--- config.mk ---
export PLATFORM = sky130hd
export DESIGN_NAME = crf_banked_top
export DESIGN_NICKNAME = d
export VERILOG_FILES = /design/src/rtl/crf_pkg.sv /design/src/rtl/crf_status_unit.sv /design/src/rtl/crf_stack_bank.sv /design/src/rtl/crf_aux_regs.sv /design/src/rtl/crf_read_mux.sv /design/src/rtl/crf_banked_top.sv
export SDC_FILE = /design/constraint.sdc
export NUM_CORES = 1
export LEC_CHECK = 0
export BUFFER_PORTS_ARGS = -buffer_cell sky130_fd_sc_hd__buf_4
export CORE_MARGIN = 1.5
export CORE_UTILIZATION = 58
export CTS_CLUSTER_SIZE = 14
export DETAILED_ROUTE_END_ITERATION = 10
export PLACE_DENSITY = 0.86
export RECOVER_POWER = 25
export SYNTH_ARGS = -nofsm -noshare
export SYNTH_HDL_FRONTEND = slang
export SYNTH_SLANG_ARGS = --single-unit
--- constraint.sdc ---
create_clock -name clk -period 2 [get_ports clk]
set_input_delay 0.2 -clock clk [delete_from_list [all_inputs] [get_ports clk]]
set_output_delay 0.2 -clock clk [all_outputs]
set_load 0.02 [all_outputs]
--- src/rtl/crf_pkg.sv ---
package crf_pkg;
  localparam int DATA_W = 32;
  localparam int IDX_W  = 4;
  localparam int BYTE_W = 8;

  localparam int CR_STATUS = 0;
  localparam int CR_COND   = 1;
  localparam int CR_ISTK   = 2;
  localparam int CR_USTK   = 3;
  localparam int CR_SPARE  = 4;
  localparam int N_SPARE   = 2;
  localparam int CR_BPC    = 6;
  localparam int CR_BBSTAT = 7;
  localparam int CR_BBPC   = 8;

  localparam logic [BYTE_W-1:0] BSTAT_KEEP = 8'hC1;
  localparam logic [BYTE_W-1:0] STAT_KEEP  = 8'hC0;
  localparam int SM_BIT = 7;

  function automatic logic [DATA_W-1:0] pack_status(input logic [BYTE_W-1:0] bstat,
                                                    input logic [BYTE_W-1:0] stat,
                                                    input logic cond);
    logic [BYTE_W-1:0] lo;
    lo = (stat & STAT_KEEP) | {{(BYTE_W-1){1'b0}}, cond};
    return {{(DATA_W-2*BYTE_W){1'b0}}, bstat & BSTAT_KEEP, lo};
  endfunction

  function automatic logic [DATA_W-1:0] even_pc(input logic [DATA_W-1:0] v);
    return {v[DATA_W-1:1], 1'b0};
  endfunction

  function automatic logic [DATA_W-1:0] view_bbstat(input logic [BYTE_W-1:0] b);
    return {{(DATA_W-BYTE_W){1'b0}}, b & BSTAT_KEEP};
  endfunction

  function automatic logic idx_is(input logic [IDX_W-1:0] idx, input int code);
    return idx == IDX_W'(code);
  endfunction
endpackage

--- src/rtl/crf_status_unit.sv ---
module crf_status_unit
  import crf_pkg::*;
(
  input  logic                  clk,
  input  logic                  rst_n,
  input  logic                  wr_en,
  input  logic [IDX_W-1:0]      wr_idx,
  input  logic [2*BYTE_W-1:0]   wr_lo,
  output logic [BYTE_W-1:0]     stat_q,
  output logic [BYTE_W-1:0]     bstat_q,
  output logic                  cond_q,
  output logic                  sm_now,
  output logic                  flip_up,
  output logic                  flip_down
);
  logic st_hit, cond_hit, new_sm;

  assign st_hit    = wr_en && idx_is(wr_idx, CR_STATUS);
  assign cond_hit  = wr_en && idx_is(wr_idx, CR_COND);
  assign sm_now    = stat_q[SM_BIT];
  assign new_sm    = wr_lo[SM_BIT];
  assign flip_up   = st_hit && !sm_now && new_sm;
  assign flip_down = st_hit && sm_now && !new_sm;

  always_ff @(posedge clk) begin
    if (!rst_n) begin
      stat_q  <= '0;
      bstat_q <= '0;
      cond_q  <= 1'b0;
    end else if (st_hit) begin
      bstat_q <= wr_lo[2*BYTE_W-1:BYTE_W];
      stat_q  <= wr_lo[BYTE_W-1:0];
      cond_q  <= wr_lo[0];
    end else if (cond_hit) begin
      cond_q  <= wr_lo[0];
    end
  end
endmodule

--- src/rtl/crf_stack_bank.sv ---
module crf_stack_bank
  import crf_pkg::*;
(
  input  logic              clk,
  input  logic              rst_n,
  input  logic              wr_en,
  input  logic [IDX_W-1:0]  wr_idx,
  input  logic [DATA_W-1:0] wr_data,
  input  logic              sm_now,
  input  logic              flip_up,
  input  logic              flip_down,
  input  logic [DATA_W-1:0] sp_cur,
  output logic [DATA_W-1:0] spi_q,
  output logic [DATA_W-1:0] spu_q,
  output logic              sp_upd_en,
  output logic [DATA_W-1:0] sp_upd_data
);
  logic istk_hit, ustk_hit;

  assign istk_hit = wr_en && idx_is(wr_idx, CR_ISTK);
  assign ustk_hit = wr_en && idx_is(wr_idx, CR_USTK);

  always_comb begin
    sp_upd_en   = 1'b0;
    sp_upd_data = '0;
    if (flip_up) begin
      sp_upd_en   = 1'b1;
      sp_upd_data = spu_q;
    end else if (flip_down) begin
      sp_upd_en   = 1'b1;
      sp_upd_data = spi_q;
    end else if ((istk_hit && !sm_now) || (ustk_hit && sm_now)) begin
      sp_upd_en   = 1'b1;
      sp_upd_data = wr_data;
    end
  end

  always_ff @(posedge clk) begin
    if (!rst_n) begin
      spi_q <= '0;
      spu_q <= '0;
    end else begin
      if (flip_up)                    spi_q <= sp_cur;
      else if (istk_hit && sm_now)    spi_q <= wr_data;
      if (flip_down)                  spu_q <= sp_cur;
      else if (ustk_hit && !sm_now)   spu_q <= wr_data;
    end
  end
endmodule

--- src/rtl/crf_aux_regs.sv ---
module crf_aux_regs
  import crf_pkg::*;
(
  input  logic                           clk,
  input  logic                           rst_n,
  input  logic                           wr_en,
  input  logic [IDX_W-1:0]               wr_idx,
  input  logic [DATA_W-1:0]              wr_data,
  output logic [DATA_W-1:0]              bpc_q,
  output logic [DATA_W-1:0]              bbpc_q,
  output logic [BYTE_W-1:0]              bbstat_q,
  output logic [N_SPARE-1:0][DATA_W-1:0] spare_q
);
  always_ff @(posedge clk) begin
    if (!rst_n) begin
      bpc_q    <= '0;
      bbpc_q   <= '0;
      bbstat_q <= '0;
    end else if (wr_en) begin
      if (idx_is(wr_idx, CR_BPC))    bpc_q    <= wr_data;
      if (idx_is(wr_idx, CR_BBPC))   bbpc_q   <= wr_data;
      if (idx_is(wr_idx, CR_BBSTAT)) bbstat_q <= wr_data[BYTE_W-1:0];
    end
  end

  for (genvar g = 0; g < N_SPARE; g++) begin : g_spare
    always_ff @(posedge clk) begin
      if (!rst_n)
        spare_q[g] <= '0;
      else if (wr_en && idx_is(wr_idx, CR_SPARE + g))
        spare_q[g] <= wr_data;
    end
  end
endmodule

--- src/rtl/crf_read_mux.sv ---
module crf_read_mux
  import crf_pkg::*;
(
  input  logic [IDX_W-1:0]               rd_idx,
  input  logic [BYTE_W-1:0]              stat_q,
  input  logic [BYTE_W-1:0]              bstat_q,
  input  logic                           cond_q,
  input  logic                           sm_now,
  input  logic [DATA_W-1:0]              sp_cur,
  input  logic [DATA_W-1:0]              spi_q,
  input  logic [DATA_W-1:0]              spu_q,
  input  logic [DATA_W-1:0]              bpc_q,
  input  logic [DATA_W-1:0]              bbpc_q,
  input  logic [BYTE_W-1:0]              bbstat_q,
  input  logic [N_SPARE-1:0][DATA_W-1:0] spare_q,
  output logic [DATA_W-1:0]              rd_data
);
  always_comb begin
    rd_data = '0;
    if (idx_is(rd_idx, CR_STATUS)) rd_data = pack_status(bstat_q, stat_q, cond_q);
    if (idx_is(rd_idx, CR_COND))   rd_data = {{(DATA_W-1){1'b0}}, cond_q};
    if (idx_is(rd_idx, CR_ISTK))   rd_data = sm_now ? spi_q : sp_cur;
    if (idx_is(rd_idx, CR_USTK))   rd_data = sm_now ? sp_cur : spu_q;
    if (idx_is(rd_idx, CR_BPC))    rd_data = even_pc(bpc_q);
    if (idx_is(rd_idx, CR_BBPC))   rd_data = even_pc(bbpc_q);
    if (idx_is(rd_idx, CR_BBSTAT)) rd_data = view_bbstat(bbstat_q);
    for (int g = 0; g < N_SPARE; g++)
      if (idx_is(rd_idx, CR_SPARE + g)) rd_data = spare_q[g];
  end
endmodule

--- src/rtl/crf_banked_top.sv ---
module crf_banked_top
  import crf_pkg::*;
(
  input  logic              clk,
  input  logic              rst_n,
  input  logic [IDX_W-1:0]  rd_idx,
  output logic [DATA_W-1:0] rd_data,
  input  logic              wr_en,
  input  logic [IDX_W-1:0]  wr_idx,
  input  logic [DATA_W-1:0] wr_data,
  input  logic [DATA_W-1:0] sp_cur,
  output logic              sp_upd_en,
  output logic [DATA_W-1:0] sp_upd_data
);
  logic [BYTE_W-1:0]              stat_q, bstat_q, bbstat_q;
  logic                           cond_q, sm_now, flip_up, flip_down;
  logic [DATA_W-1:0]              spi_q, spu_q, bpc_q, bbpc_q;
  logic [N_SPARE-1:0][DATA_W-1:0] spare_q;

  crf_status_unit status_i (
    .clk(clk), .rst_n(rst_n), .wr_en(wr_en), .wr_idx(wr_idx),
    .wr_lo(wr_data[2*BYTE_W-1:0]), .stat_q(stat_q), .bstat_q(bstat_q),
    .cond_q(cond_q), .sm_now(sm_now), .flip_up(flip_up), .flip_down(flip_down)
  );

  crf_stack_bank stack_i (
    .clk(clk), .rst_n(rst_n), .wr_en(wr_en), .wr_idx(wr_idx), .wr_data(wr_data),
    .sm_now(sm_now), .flip_up(flip_up), .flip_down(flip_down), .sp_cur(sp_cur),
    .spi_q(spi_q), .spu_q(spu_q), .sp_upd_en(sp_upd_en), .sp_upd_data(sp_upd_data)
  );

  crf_aux_regs aux_i (
    .clk(clk), .rst_n(rst_n), .wr_en(wr_en), .wr_idx(wr_idx), .wr_data(wr_data),
    .bpc_q(bpc_q), .bbpc_q(bbpc_q), .bbstat_q(bbstat_q), .spare_q(spare_q)
  );

  crf_read_mux rmux_i (
    .rd_idx(rd_idx), .stat_q(stat_q), .bstat_q(bstat_q), .cond_q(cond_q),
    .sm_now(sm_now), .sp_cur(sp_cur), .spi_q(spi_q), .spu_q(spu_q),
    .bpc_q(bpc_q), .bbpc_q(bbpc_q), .bbstat_q(bbstat_q), .spare_q(spare_q),
    .rd_data(rd_data)
  );
endmodule

==> flow_summary.yaml <==
detailed_routing:
  antenna_left: 0
  vias: 11800
  wl_per_cell_um: 21.8
  drt_iter0_markers: 1950
  vias_per_cell: 6.83
  first_pass_iters: 7
  drc: 0
  drt-total-wl_mm: 37.6
placement:
  postPlaceCellArea_um2: 12000
  dpl.cell_count: 1679
  hpwl_mm: 22.3
  io_buffers: 139
  gp_congestion: 0.910
synth:
  ys_seq_area_share_pct: 37.3
  synth_edf_count: 0
  ys_top_cells_by_area: "dfxtp_1 37%, nand2_1 14%, a21oi_1 7.5%"
  async_reset_ff_share_pct: 0
  yosysWarnings: 0
  ys_seq_elements: 199
  syn_area_per_cell_um2: 7.67
  yosysTopAreaCell: "dfxtp_1"
  yosys.area.top_type_share_pct: 37.3
  synth_cells: 1394
  ys.flop_type: "dfxtp_1"
  synth_cell_type_count: 52
  synth_nets: 1469
  synth.most_common_cell: "nand2_1"
  synth_area_um2: 10700
  yosys-top-cells-count: "404 x nand2_1, 199 x dfxtp_1, 160 x a21oi_1"
layout:
  area_growth_pct: 22.0
  final.fill_count: 1302
  ff_latch_area_um2: 3990
  drive_gt1_share_pct: 21.6
  nets: 1555
  fin_area_um2: 13000
  antenna_cells: 0
  layoutNonFillerInstCount: 1722
  multi_input_area_um2: 6190
clocking:
  cts_tree: "done"
  clk_latency_ns: 0.44
  clk_pin_slew_worst_paths_ns: 0.07
  cts_sinks: 199
  cts_hold_buffers: 0
  ctsRootBufferMaster: "clkbuf_16"
  clock_path_buffers: 2
  h-tree-depth: 4
  cts_buffers: 17
global_routing:
  grt_overflow_total: 0
  track_usage_pct: 36.6
  grt_pass1_wl_mm: 56.8
  grt_max_degree: 58
  antenna_found_initial: 0
  grt_pass1_vias: 10800
power:
  p_per_area_nw_per_um2: 674
  p_leak_nw: 4.81
  power.total_mw: 8.79
  ir_worst_vdd_uv: 653
setup_path:
  cp.arrival_ns: 1.96
  endpoint_kind: "primary output"
  worst_setup_path_start_kind: "flop"
  critical_path_class: "flop to primary output"
  crit_required_ns: 1.80
  critPathMaxFanout: 10
sta:
  finalWorstSetupSlack_ns: -0.161
  setup_violations: 40
  tns_ns: -3.68
  fin_crit_ns: 2.16
  finalMaxSlewViolations: 0
  max-slew-margin-rel_pct: 41.2
  timing.hold.ws_ns: 0.0449
  rsz0062_at_grt: "true"
  tightest_slew_ns: 0.882
  finalCritPeriodShare_pct: 108
  hold_viol: 0
  finClkSkew_ns: 0.00765
  fmax_ghz: 0.463
floorplan:
  start_util_pct: 59.3
  fp-row-count: 49
  die_w_um: 139
  die_area_um2: 19300
  die_h_um: 139
  coreArea_um2: 18000
  io-pin-count: 140
outcome:
  status: "finished, violations left"
  failed_checks: "negative setup slack"
hold_path:
  hold_path.class: "input pin to flop"
flow_run:
  maxCapViolations: 0
-- cells in the final DEF, fill, tap and decap left out, types with 7 or more instances in the layout --
master	instances
o311ai_0	18
a21oi_1	160
buf_4	146
a21o_1	26
nand2_1	381
clkbuf_16	19
o221ai_1	25
o311ai_1	7
buf_12	19
nor2_1	61
a311oi_1	34
mux2i_1	73
nand2b_1	8
o211ai_1	29
a311oi_2	7
a22oi_1	49
nand3_1	57
dfxtp_1	197
mux2_2	27
nand2_2	23
buf_6	35
-- power breakdown --
part | switching [mW] | leakage (nW) | internal (mW)
Clock | 1.63 | 0.304 | 2.02
Combinational | 0.674 | 2.90 | 0.433
Sequential | 0.0324 | 1.61 | 4.01
-- per-layer routing --
layer  GRT usage, %  routed length, µm  vias up
met5              0                  0        -
met4           20.0               1730        0
met3           7.29               4630      182
met2           58.3              17300      978
met1           46.6              13900     5481
li1               -                  -     5117
-- stage by stage --
step | setup WS, ns | util, %
global placement | 0.0621 | 66.5
finish | -0.161 | 72.3
CTS | -0.128 | 71.4
floorplan | 0.280 | -
global route | -0.186 | 72.3
detailed placement | 0.0797 | 66.5
-- cells by family (layout without fill, tap and decap cells) --
logic type      count (synthesis)  after routing  synth area share [%]
compound gates                386            386                  24.6
mux                           101            101                  9.78
buf+inv                       143            242                  6.37
flops                         199            199                  37.3
simple gates                  565            565                  21.9
-- what timing repair did --
action,in CTS,in global routing
setup buffers,5,3
endpoints found under the setup margin,39,44
resized for setup,45,46
cloned,2,2
pin swaps,7,5
-- final timing paths --
path / from / to / slack (ns) / cells after the start
hold / removal: wr_data[13] / aux_i.spare_q[13]$_SDFFE_PN0P_ / 0.04 / 3
setup reg to reg: status_i.stat_q[7]$_SDFFE_PN0N_ / stack_i.spi_q[15]$_SDFFE_PN0P_ / 0.12 / 7
setup / recovery: status_i.stat_q[7]$_SDFFE_PN0N_ / sp_upd_data[1] / -0.16 / 6
hold reg to reg: aux_i.bbpc_q[22]$_SDFFE_PN0P_ / aux_i.bbpc_q[22]$_SDFFE_PN0P_ / 0.45 / 2
-- critical path, stage by stage, from the launching register on --
cell,delay (ns)
dfxtp_4,0.40
nor4b_4,0.31
and2_4,0.29
clkbuf_16,0.21
nand2_1,0.08
nand2_2,0.10
buf_6,0.12
-- registers in the layout, summed over array words and instances, names as in the netlist --
signal            flops
stack_i.spu_q        32
status_i.cond_q       1
status_i.bstat_q      3
aux_i.spare_q        64
aux_i.bbpc_q         31
status_i.stat_q       2
aux_i.bbstat_q        3
aux_i.bpc_q          31
stack_i.spi_q        32
-- area by class of cell --
cell class / instances / share of cell area [%]
multi-input cells: 1052 / 47.5
flip-flops and latches: 199 / 30.6
repair buffers: 207 / 14.9
clock buffers: 18 / 3.37
well taps: 229 / 2.20
clock inverters: 14 / 1.31
inverters: 3 / 0.125
(Power assumes the default switching activity.)
